[src/rtl/mmt_pkg.sv]
package mmt_pkg;
  localparam int SEL_W = 4;

  typedef enum logic [SEL_W-1:0] {
    MODE_ONESHOT    = 4'd0,
    MODE_CONT       = 4'd1,
    MODE_COUNTER    = 4'd2,
    MODE_PWM        = 4'd3,
    MODE_CAPTURE    = 4'd4,
    MODE_COMPARE    = 4'd5,
    MODE_GATED      = 4'd6,
    MODE_CAPCMP     = 4'd7,
    MODE_DUALEDGE   = 4'd8,
    MODE_INACTGATED = 4'd14
  } tmrMode_e;

  // Strobes from control to datapath, one cycle each
  typedef struct packed {
    logic cntInc;
    logic cntRestart;
    logic capture;
    logic outToggle;
    logic outSet;
    logic outClr;
  } dpStrobe_t;
endpackage

[src/rtl/mmt_ctrl.sv]
module mmt_ctrl
  import mmt_pkg::*;
#(
  parameter int PRESC_BITS = 12
) (
  input  logic             clk,
  input  logic             rstN,
  input  logic [SEL_W-1:0] mode,
  input  logic [SEL_W-1:0] prescale,
  input  logic             evtIn,
  input  logic             evtNegEdge,
  input  logic             swCapture,
  input  logic             enWrEn,
  input  logic             enWrData,
  input  logic             irqClr,
  input  logic             cntEqCmp,
  input  logic             cntEqPwm,
  output dpStrobe_t        strobe,
  output logic             enState,
  output logic             irqFlag
);
  localparam int SHW = $clog2(PRESC_BITS + 1);

  logic [PRESC_BITS-1:0] presc;
  logic [PRESC_BITS-1:0] prescMask;
  logic [SHW-1:0]        shiftAmt;
  logic                  tick;
  logic                  evtPrev;
  logic                  hwEdge;
  logic                  capEvt;
  logic                  setIrq;
  logic                  stopReq;

  // Divider select, saturating at the widest setting
  always_comb begin
    shiftAmt  = (int'(prescale) > PRESC_BITS) ? SHW'(PRESC_BITS) : SHW'(prescale);
    prescMask = (PRESC_BITS'(1) << shiftAmt) - PRESC_BITS'(1);
  end

  assign tick   = enState && ((presc & prescMask) == prescMask);
  assign hwEdge = evtNegEdge ? (evtPrev && !evtIn) : (!evtPrev && evtIn);
  assign capEvt = enState && (hwEdge || swCapture);

  always_comb begin
    strobe  = '0;
    setIrq  = 1'b0;
    stopReq = 1'b0;
    case (mode)
      MODE_ONESHOT, MODE_CONT: begin
        if (tick) begin
          if (cntEqCmp) begin
            strobe.cntRestart = 1'b1;
            strobe.outToggle  = 1'b1;
            setIrq            = 1'b1;
            stopReq           = (mode == MODE_ONESHOT);
          end else begin
            strobe.cntInc = 1'b1;
          end
        end
      end
      MODE_PWM: begin
        if (tick) begin
          if (cntEqCmp) begin
            strobe.cntRestart = 1'b1;
            strobe.outClr     = 1'b1;
            setIrq            = 1'b1;
          end else begin
            strobe.cntInc = 1'b1;
            strobe.outSet = cntEqPwm;
          end
        end
      end
      MODE_CAPTURE: begin
        strobe.cntInc  = tick;
        strobe.capture = capEvt;
        setIrq         = capEvt;
      end
      MODE_COMPARE: begin
        strobe.cntInc = tick;
        if (tick && cntEqCmp) begin
          strobe.capture   = 1'b1;
          strobe.outToggle = 1'b1;
          setIrq           = 1'b1;
        end
      end
      MODE_CAPCMP: begin
        if (tick) begin
          strobe.cntRestart = cntEqCmp;
          strobe.cntInc     = !cntEqCmp;
        end
        strobe.capture = capEvt;
        setIrq         = capEvt;
      end
      default: ;
    endcase
  end

  always_ff @(posedge clk or negedge rstN) begin
    if (!rstN) begin
      presc   <= '0;
      evtPrev <= 1'b0;
      enState <= 1'b0;
      irqFlag <= 1'b0;
    end else begin
      presc   <= enState ? presc + PRESC_BITS'(1) : '0;
      evtPrev <= evtIn;
      if (enWrEn)       enState <= enWrData;
      else if (stopReq) enState <= 1'b0;
      if (setIrq)       irqFlag <= 1'b1;
      else if (irqClr)  irqFlag <= 1'b0;
    end
  end
endmodule

[src/rtl/mmt_dp.sv]
module mmt_dp
  import mmt_pkg::*;
#(
  parameter int W = 32
) (
  input  logic         clk,
  input  logic         rstN,
  input  dpStrobe_t    strobe,
  input  logic         polarity,
  input  logic         cntWrEn,
  input  logic [W-1:0] cntWrData,
  input  logic         cmpWrEn,
  input  logic [W-1:0] cmpWrData,
  input  logic         pwmWrEn,
  input  logic [W-1:0] pwmWrData,
  output logic [W-1:0] cnt,
  output logic [W-1:0] cmp,
  output logic [W-1:0] pwm,
  output logic         cntEqCmp,
  output logic         cntEqPwm,
  output logic         timerOut
);
  logic outState;

  assign cntEqCmp = (cnt == cmp);
  assign cntEqPwm = (cnt == pwm);
  assign timerOut = outState ^ polarity;

  always_ff @(posedge clk or negedge rstN) begin
    if (!rstN) begin
      cnt      <= '0;
      cmp      <= '0;
      pwm      <= '0;
      outState <= 1'b0;
    end else begin
      if (cntWrEn)                cnt <= cntWrData;
      else if (strobe.cntRestart) cnt <= W'(1);
      else if (strobe.cntInc)     cnt <= cnt + W'(1);

      if (cmpWrEn) cmp <= cmpWrData;

      if (pwmWrEn)             pwm <= pwmWrData;
      else if (strobe.capture) pwm <= cnt;

      if (strobe.outClr)         outState <= 1'b0;
      else if (strobe.outSet)    outState <= 1'b1;
      else if (strobe.outToggle) outState <= !outState;
    end
  end
endmodule

[src/rtl/mmt_timer.sv]
module mmt_timer
  import mmt_pkg::*;
#(
  parameter int W          = 32,
  parameter int PRESC_BITS = 12
) (
  input  logic             clk,
  input  logic             rstN,
  input  logic [SEL_W-1:0] mode,
  input  logic [SEL_W-1:0] prescale,
  input  logic             polarity,
  input  logic             evtIn,
  input  logic             evtNegEdge,
  input  logic             swCapture,
  input  logic             irqEnable,
  input  logic             irqClr,
  input  logic             enWrEn,
  input  logic             enWrData,
  input  logic             cntWrEn,
  input  logic [W-1:0]     cntWrData,
  input  logic             cmpWrEn,
  input  logic [W-1:0]     cmpWrData,
  input  logic             pwmWrEn,
  input  logic [W-1:0]     pwmWrData,
  output logic             timerOut,
  output logic             irqFlag,
  output logic             irqOut,
  output logic             enRd,
  output logic [W-1:0]     cntRd,
  output logic [W-1:0]     cmpRd,
  output logic [W-1:0]     pwmRd
);
  dpStrobe_t strobe;
  logic      cntEqCmp;
  logic      cntEqPwm;

  mmt_ctrl #(.PRESC_BITS(PRESC_BITS)) ctrl_i (
    .clk(clk), .rstN(rstN), .mode(mode), .prescale(prescale),
    .evtIn(evtIn), .evtNegEdge(evtNegEdge), .swCapture(swCapture),
    .enWrEn(enWrEn), .enWrData(enWrData), .irqClr(irqClr),
    .cntEqCmp(cntEqCmp), .cntEqPwm(cntEqPwm),
    .strobe(strobe), .enState(enRd), .irqFlag(irqFlag)
  );

  mmt_dp #(.W(W)) dp_i (
    .clk(clk), .rstN(rstN), .strobe(strobe), .polarity(polarity),
    .cntWrEn(cntWrEn), .cntWrData(cntWrData),
    .cmpWrEn(cmpWrEn), .cmpWrData(cmpWrData),
    .pwmWrEn(pwmWrEn), .pwmWrData(pwmWrData),
    .cnt(cntRd), .cmp(cmpRd), .pwm(pwmRd),
    .cntEqCmp(cntEqCmp), .cntEqPwm(cntEqPwm), .timerOut(timerOut)
  );

  assign irqOut = irqFlag && irqEnable;
endmodule

[config.mk]
export PLATFORM = sky130hd
export DESIGN_NAME = mmt_timer
export DESIGN_NICKNAME = d
export VERILOG_FILES = /design/src/rtl/mmt_pkg.sv /design/src/rtl/mmt_ctrl.sv /design/src/rtl/mmt_dp.sv /design/src/rtl/mmt_timer.sv
export SDC_FILE = /design/constraint.sdc
export NUM_CORES = 1
export LEC_CHECK = 0
export CAP_MARGIN = 20
export CORE_ASPECT_RATIO = 0.5
export CORE_MARGIN = 3
export CORE_UTILIZATION = 52
export DETAILED_ROUTE_END_ITERATION = 16
export GPL_TIMING_DRIVEN = 0
export MAX_ROUTING_LAYER = met4
export PLACE_DENSITY_LB_ADDON = 0.1
export SLEW_MARGIN = 20
export SYNTH_ARGS = -nofsm -noshare
export SYNTH_HDL_FRONTEND = slang
export SYNTH_SLANG_ARGS = --single-unit
[constraint.sdc]
create_clock -name clk -period 3.89 [get_ports clk]
set_input_delay 0.778 -clock clk [delete_from_list [all_inputs] [get_ports clk]]
set_output_delay 0.778 -clock clk [all_outputs]
set_load 0.1 [all_outputs]
=== After elaboration in Yosys (flattened, before gate mapping) ===
Index checks and enable logic that the tools add are counted.

* Output and inout port bits: 100
* Flip-flop bits (word level): 112
* Logic and storage cells: 77
* Input port bits: 117

* Multiplexer cells: 33
* Equal/unequal tests: 8
* Bitwise operators: 2
* Shift-type cells: 1
* Add/subtract/negate cells: 3
* Reductions and logical operators: 21
* Magnitude comparators: 1

{| class="wikitable"
|+ Operators by type and width
! cell !! count
|-
| $mux W32 || 5
|-
| $eq A32 B32 Y1 || 2
|-
| $add A32 B1 Y32 const B || 1
|-
| $mux W1 || 16
|-
| $add A12 B1 Y12 const B || 1
|-
| $and A12 B12 Y12 || 1
|-
| $eq A12 B12 Y1 || 1
|-
| $eq A4 B3 Y1 const B || 3
|-
| $mux W12 || 1
|-
| $shl A1 B4 Y12 const A || 1
|-
| $sub A12 B2 Y12 const B || 1
|-
| $mux W2 || 5
|-
| $logic_and A1 B1 Y1 || 6
|-
| $pmux W1 S2 || 3
|-
| $pmux W1 S3 || 2
|-
| $reduce_bool A2 Y1 || 3
|-
| $reduce_bool A3 Y1 || 2
|-
| $reduce_or A2 Y1 || 3
|-
| $eq A4 B1 Y1 const B || 1
|-
| $eq A4 B2 Y1 const B || 1
|-
| $gt A4 B4 Y1 const B || 1
|-
| $logic_not A1 Y1 || 4
|-
| $logic_not A4 Y1 || 1
|-
| $mux W4 || 1
|-
| 3 further kinds || 3
|}

=== Depth between registers and ports, before layout ===
Gate-level depths: netlist of the first run.

* Depth in word-level cells: 13
* Gate-level depth with buffers: 13
* Depth with buffers taken out: 10

=== Hierarchy ===
Synthesis of the first run repeated with hierarchy kept, for this count alone.

* Cells, all modules: 719
* Area, all modules: 6,909.1 um^2

{| class="wikitable"
|+ By module, submodules not included
! module !! sequential area each (um^2) !! cells an instance !! area an instance (um^2) !! times used
|-
| mmt_dp || 2,427.3 || 585 || 5,703.0 || 1
|-
| mmt_ctrl || 375.4 || 133 || 1,199.9 || 1
|-
| mmt_timer || 0.0 || 1 || 6.3 || 1
|}

=== Least setup slack after synthesis of the first run ===
No wires, ideal clock.

* Path type: input port to flip-flop
* Start point: input prescale[0]
* End point: register dp_i.cnt[6]
* Data required time: 3.757 ns
* Path slack: 0.830 ns
* Stages: 12
* Library setup time: 0.133 ns
* Arrival time: 2.927 ns
* Cells stage by stage: buf_2 -> nor2_2 -> nand2_2 -> ha_1 -> buf_2 -> a21oi_1 -> a2bb2oi_1 -> o221ai_4 -> or3_1 -> buf_4 -> nor4b_1 -> a211oi_1

* Word-level cells in the longest chain between the ends: 11

{| class="wikitable"
|+ RTL lines
! item !! RTL line !! source
|-
| start: declaration || mmt_timer.sv:10 || <nowiki>input logic [SEL_W-1:0] prescale,</nowiki>
|-
| $gt A4 B4 Y1 || mmt_ctrl.sv:36 || <nowiki>shiftAmt = (int'(prescale) > PRESC_BITS) ? SHW'(PRESC_BITS) : SHW'(prescale);</nowiki>
|-
| $mux W4 (*) || mmt_ctrl.sv:36 ||
|-
| $shl A1 B4 Y12 (*) || mmt_ctrl.sv:37 || <nowiki>prescMask = (PRESC_BITS'(1) << shiftAmt) - PRESC_BITS'(1);</nowiki>
|-
| $sub A12 B2 Y12 (*) || mmt_ctrl.sv:37 ||
|-
| $and A12 B12 Y12 || mmt_ctrl.sv:40 || <nowiki>assign tick = enState && ((presc & prescMask) == prescMask);</nowiki>
|-
| $eq A12 B12 Y1 (*) || mmt_ctrl.sv:40 ||
|-
| $logic_and A1 B1 Y1 (*) || mmt_ctrl.sv:40 ||
|-
| $mux W2 (on tied branches) || mmt_ctrl.sv:87, mmt_ctrl.sv:62 ||
|-
| $pmux W1 S2 || mmt_ctrl.sv:48 || <nowiki>case (mode)</nowiki>
|-
| $mux W32 || mmt_dp.sv:37 || <nowiki>else if (strobe.cntRestart) cnt <= W'(1);</nowiki>
|-
| $mux W32 || mmt_dp.sv:36 || <nowiki>if (cntWrEn) cnt <= cntWrData;</nowiki>
|-
| end signal: assignment || mmt_dp.sv:36 ||
|-
| end signal: assignment || mmt_dp.sv:38 || <nowiki>else if (strobe.cntInc) cnt <= cnt + W'(1);</nowiki>
|-
| end: declaration || mmt_dp.sv:16 || <nowiki>output logic [W-1:0] cnt,</nowiki>
|}

Every way passes the cells marked *; elsewhere a longest branch is shown, timed or not.
A chain may end at the register's enable or synchronous reset.

=== Final worst setup path of the first run ===
* Start point: input prescale[2]
* End point: register dp_i.cnt[8]

The elaborated chain is that of the path after synthesis.

==> impl_metrics.env, run 1 <==
export IMPL_status="finished clean"
export IMPL_wirelength_um=25500
export IMPL_syn_inst=752
export IMPL_synth_cell_types=72
export IMPL_wire_per_inst_um=22.2
export IMPL_cp_slowest_cell="nor3_2"
export IMPL_yosys_area_top_type_share=0.394
export IMPL_fmax_ghz=0.268
export IMPL_worstHoldPathType="in -> async"
export IMPL_stdcell_count=1148
export IMPL_power_total_mw=4.03
export IMPL_ff_latch_area_um2=2800
export IMPL_numCtsBuffers=9
export IMPL_finalHoldViolations=0
export IMPL_path_cells="clkdlybuf4s50_1 -> buf_6 -> nor2_4 -> nand2_2 -> ha_1 -> buf_2 -> a21oi_1 -> a2bb2oi_1 -> o221ai_4 -> nor3_2 -> buf_4 -> a211oi_1 -> nor4_1"
export IMPL_setup_violations=0
export IMPL_synth_edf_count=0
export IMPL_multiInputGateArea_um2=3870
export IMPL_avgSynthCellArea_um2=9.47
export IMPL_nFillCells=964
export IMPL_maxCapViolCount=0
export IMPL_r2r_cells=8
export IMPL_cts_tree="done"
export IMPL_clock_skew_ns=0.00966
export IMPL_std_cell_rows=29
export IMPL_crit_fanout=10
export IMPL_cpPeakStageDelay_ns=0.53
export IMPL_cts_resized=0
export IMPL_vias=6968
export IMPL_mostFrequentLayoutCells="clkdlybuf4s50_1 (208), dfrtp_1 (112), nand2_1 (97), a21oi_1 (64), xnor2_1 (46)"
export IMPL_timing_slew_headroom=0.308
export IMPL_grt_overflow=0
export IMPL_rsz0062_at_grt="no"
export IMPL_port_buffers=209
export IMPL_power_density_nw_per_um2=413
export IMPL_die_w_um=171
export IMPL_yosysWarningCount=0
export IMPL_reg2reg_to="dp_i.cnt[26]"
export IMPL_die_h_um=88.7
export IMPL_clkLatencyLatePin_ns=0.36
export IMPL_grt_pass1_vias=6933
export IMPL_clock_sinks=112
export IMPL_grt_max_degree=80
export IMPL_whs_ns=0.302
export IMPL_post_route_period_util=0.960
export IMPL_p_leak_nw=3.85
export IMPL_final_util=0.749
export IMPL_htree_levels=3
export IMPL_gp_congestion=0.965
export IMPL_grt_pass1_wl_um=38500
export IMPL_synth_seq_cells=112
export IMPL_io_pins=217
export IMPL_worstSetupPathType="in -> reg"
export IMPL_ys_flop_type="dfrtp_1"
export IMPL_drt_pre_antenna_iters=5
export IMPL_setup_worst_path_start="prescale[2]"
export IMPL_cts_root_buf="clkbuf_16"
export IMPL_yosysTopAreaCell="dfrtp_1"
export IMPL_place_inst=1132
export IMPL_slew_violations=0
export IMPL_cp_end_kind="register"
export IMPL_postCtsHoldBufs=0
export IMPL_synthTopCellsByArea="dfrtp_1 (39%), xnor2_1 (5.7%), nand2_1 (5.1%), mux2_2 (5.1%), a21oi_1 (4.5%)"
export IMPL_area_growth_pct=37.0
export IMPL_min_period_ns=3.74
export IMPL_worstReg2RegStart="dp_i.cnt[13]"
export IMPL_detail_route_antenna_nets=0
export IMPL_post_cts_setup_buffer_count=0
export IMPL_viasPerCell=6.07
export IMPL_coreArea_um2=13000
export IMPL_cp_data_required_time_ns=4.12
export IMPL_antenna_found_initial=1
export IMPL_num_nets_final=1093
export IMPL_r2r_slack_ns=0.88
export IMPL_final_common_cell="clkdlybuf4s50_1"
export IMPL_hpwlAfterDp_um=19400
export IMPL_worstMarginPinSlew_ns=1.03
export IMPL_crit_arrival_ns=3.96
export IMPL_drive_above_1_share=0.144
export IMPL_place_area_um2=9450
export IMPL_fp_dieArea_um2=15200
export IMPL_start_kind="primary input"
export IMPL_postSynth_asyncResetShare=1.00
export IMPL_design_area_um2=9760
export IMPL_n_antenna_cell=0
export IMPL_drc=0
export IMPL_syn_area_um2=7120
export IMPL_peakVddDrop_mv=0.310
export IMPL_start_util=0.547
export IMPL_synth_nets=872
export IMPL_clk_path_buf_depth=2
export IMPL_drt_iter0_drc=848
export IMPL_grtUsageTotal=0.343
export IMPL_clkTransAtPathRegs_ns=0.08
export IMPL_ys_seq_area_frac=0.394
==> flip-flops by register name (all words and copies together), names as in the netlist <==
name            flops
ctrl_i.irqFlag      1
ctrl_i.enState      1
ctrl_i.evtPrev      1
dp_i.cnt           32
dp_i.cmp           32
ctrl_i.presc       12
dp_i.pwm           32
dp_i.outState       1
==> report_power, final <==
| part | switching, mW | internal, mW |
|---|---|---|
| clock | 0.477 | 0.511 |
| sequential | 0.132 | 1.26 |
| combinational | 1.15 | 0.496 |
| total | 1.76 | 2.27 |
==> stage by stage <==
| stage | setup TNS [ns] | setup slack (ns) |
|---|---|---|
| 2_1_floorplan | 0 | 0.830 |
| 3_3_place_gp | -257.84 | -2.32 |
| 3_5_place_dp | -0.234 | -0.122 |
| 4_1_cts | 0 | 0.242 |
| 5_1_grt | 0 | 0.00411 |
| 6_report | 0 | 0.154 |
==> worst max-delay path: cells and delay by family <==
| family | cells | cell delay (ns) |
|---|---|---|
| simple gates | 4 | 1.13 |
| buf+inv | 4 | 1.07 |
| compound gates | 4 | 0.78 |
| fa+ha+maj | 1 | 0.19 |
==> worst max path at each step <==
stage	end	slack, ns
finish	dp_i.cnt[8]	0.15
global route	dp_i.cnt[5]	0.004
floorplan	dp_i.cnt[6]	0.83
global placement	dp_i.cmp[1]	-2.32
CTS	dp_i.cnt[5]	0.24
detailed placement	dp_i.cnt[5]	-0.12
==> kinds of logic (layout without fill, tap and decap cells) <==
| group | Yosys count | after routing | synth area share |
|---|---|---|---|
| adders and majority gates | 3 | 3 | 0.00527 |
| and+or+nand+nor | 271 | 271 | 0.206 |
| xor gates and xnor gates | 74 | 74 | 0.0931 |
| AOI/OAI and AO/OA | 183 | 183 | 0.186 |
| DFF | 112 | 112 | 0.394 |
| muxes | 34 | 34 | 0.0534 |
| buffers and inverters | 75 | 301 | 0.0627 |
==> final cells by class <==
cell class / count / area share
Multi-Input combinational cell: 565 / 0.397
Sequential cell: 112 / 0.287
Clock buffer: 9 / 0.0231
Inverter: 11 / 0.00423
Buffer: 64 / 0.0416
Timing Repair Buffer: 210 / 0.217
Clock inverter: 7 / 0.00795
Tap cell: 170 / 0.0218
==> synth_stat cells, drive strengths merged (16+ instances only) <==
| master | n |
|---|---|
| nand4 | 19 |
| buf | 48 |
| clkbuf | 16 |
| nor2 | 21 |
| mux2 | 32 |
| dfrtp | 112 |
| xor2 | 26 |
| o21ai | 24 |
| a21oi | 94 |
| nor2b | 33 |
| nand2 | 99 |
| nand3 | 17 |
| xnor2 | 48 |
==> metal layers <==
metal | vias to the layer above | routed length, um | GRT usage
li1 | 3106 | - | -
met1 | 3426 | 10800 | 0.469
met2 | 399 | 11500 | 0.525
met3 | 37 | 2760 | 0.0861
met4 | 0 | 344 | 0.0613
met5 | - | 0 | -
(Power assumes the default switching activity.)
==> run 2, diff against run 1 <==
Settings changed: CORE_UTILIZATION 52 to 48, HOLD_SLACK_MARGIN from default to 0.08.
Clock period 3.89 ns to 4.2 ns, I/O delays scaled along.
==> run 2 against run 1 <==
Net effect: first-iteration DRC count decreased by 12%; combinational power down 8%; routed wire length down 2.9%; critical path depth unchanged; setup slack improved by 0.33 ns; global-route usage fell by 3.6 points.
==> impl_metrics.env, run 2 (synthesized netlist as in run 1, its figures left out) <==
export IMPL_clock_skew_ns=0.00952
export IMPL_status="finished clean"
export IMPL_cts_resized=0
export IMPL_coreArea_um2=14000
export IMPL_cts_root_buf="clkbuf_16"
export IMPL_rsz0062_at_grt="no"
export IMPL_finalHoldViolations=0
export IMPL_start_kind="primary input"
export IMPL_clk_path_buf_depth=2
export IMPL_clkLatencyLatePin_ns=0.35
export IMPL_critPathTopFamily="buffers and inverters"
export IMPL_gp_congestion=0.969
export IMPL_place_inst=1154
export IMPL_numCtsBuffers=9
export IMPL_crit_fanout=10
export IMPL_htree_levels=3
export IMPL_grt_overflow=0
export IMPL_antenna_found_initial=0
export IMPL_worstSetupPathType="in -> reg"
export IMPL_worstMarginPinSlew_ns=1.03
export IMPL_whs_ns=0.405
export IMPL_grt_max_degree=68
export IMPL_min_period_ns=3.71
export IMPL_die_h_um=92.1
export IMPL_cp_slowest_cell="nor3_2"
export IMPL_post_cts_setup_buffer_count=0
export IMPL_multiInputGateArea_um2=3870
export IMPL_path_cells="clkdlybuf4s50_1 -> buf_6 -> nor2_4 -> nand2_2 -> ha_1 -> buf_2 -> a21oi_1 -> a2bb2oi_1 -> o221ai_4 -> nor3_2 -> buf_4 -> a211oi_1 -> nor4_1"
export IMPL_fmax_ghz=0.269
export IMPL_hpwlAfterDp_um=18800
export IMPL_num_nets_final=1093
export IMPL_slew_violations=0
export IMPL_drc=0
export IMPL_viasPerCell=5.87
export IMPL_worstHoldPathType="in -> async"
export IMPL_io_pins=217
export IMPL_wirelength_um=24700
export IMPL_postCtsHoldBufs=0
export IMPL_maxCapViolCount=0
export IMPL_drt_iter0_drc=749
export IMPL_ff_latch_area_um2=2800
export IMPL_post_route_period_util=0.884
export IMPL_std_cell_rows=30
export IMPL_clkTransAtPathRegs_ns=0.08
export IMPL_area_growth_pct=37.4
export IMPL_final_common_cell="clkdlybuf4s50_1"
export IMPL_drive_above_1_share=0.144
export IMPL_design_area_um2=9780
export IMPL_setup_violations=0
export IMPL_clock_sinks=112
export IMPL_stdcell_count=1170
export IMPL_start_util=0.508
export IMPL_wire_per_inst_um=21.1
export IMPL_grtUsageTotal=0.307
export IMPL_drt_pre_antenna_iters=5
export IMPL_power_density_nw_per_um2=380
export IMPL_crit_arrival_ns=3.95
export IMPL_cp_end_kind="register"
export IMPL_cp_data_required_time_ns=4.44
export IMPL_detail_route_antenna_nets=0
export IMPL_cpPeakStageDelay_ns=0.56
export IMPL_cts_tree="done"
export IMPL_top_regs="dp_i.cmp (32), dp_i.cnt (32), dp_i.pwm (32)"
export IMPL_grt_pass1_vias=6644
export IMPL_timing_slew_headroom=0.310
export IMPL_p_leak_nw=3.85
export IMPL_fp_dieArea_um2=16400
export IMPL_place_area_um2=9480
export IMPL_vias=6872
export IMPL_port_buffers=209
export IMPL_n_antenna_cell=0
export IMPL_crit_buf_inv=4
export IMPL_die_w_um=178
export IMPL_peakVddDrop_mv=0.292
export IMPL_grt_pass1_wl_um=37500
export IMPL_nFillCells=1128
export IMPL_mostFrequentLayoutCells="clkdlybuf4s50_1 (208), dfrtp_1 (112), nand2_1 (97), a21oi_1 (64), xnor2_1 (46)"
==> run 2: layout make-up <==
class,instances,share of cell area
buffer,64,0.0414
multi-input combinational,565,0.396
inverter,11,0.00422
tap,192,0.0246
clock inverter,7,0.00768
timing repair buffer,210,0.217
sequential,112,0.287
clock buffer,9,0.0230
==> run 2: power breakdown <==
group          leakage [nW]  switching, mW  total, mW  internal [mW]
registers              1.34          0.117       1.29           1.17
clock network         0.151          0.436      0.907          0.471
logic                  2.36           1.06       1.52          0.459
==> run 2: per-stage QoR <==
stage	TNS, ns	util	total power [mW]	setup WS [ns]
final	0	0.699	3.72	0.488
after global routing	0	0.699	3.83	0.266
after CTS	0	0.699	3.71	0.548
after detailed placement	0	0.677	2.82	0.227
after global placement	-239.61	0.675	2.80	-2.15
after floorplan	0	-	2.34	1.08
==> run 2: path summary, 6_finish.rpt <==
check	depth (start not counted)	to	slack (ns)	from
min	1	dp_i.cmp[24]	0.40	rstN
min in group clk	1	ctrl_i.presc[0]	0.54	ctrl_i.presc[0]
max	13	dp_i.cnt[5]	0.49	prescale[2]
max reg2reg	9	dp_i.cnt[26]	1.17	dp_i.cnt[1]
min reg2reg	1	ctrl_i.presc[0]	0.54	ctrl_i.presc[0]
max in group asynchronous	2	dp_i.outState	3.07	rstN
==> run 2: layer usage <==
layer	track usage	wire length, um	part of all wire
met5	-	0	0
met1	0.425	10900	0.44
met3	0.0997	2930	0.12
met4	0.0654	428	0.017
met2	0.440	10500	0.42
==> run 3, diff against run 2 <==
Settings changed: SKIP_CTS_REPAIR_TIMING from default to 1.
==> results of run 3 <==
Same layout as run 2: the final DEF is identical, and so are final timing and power.
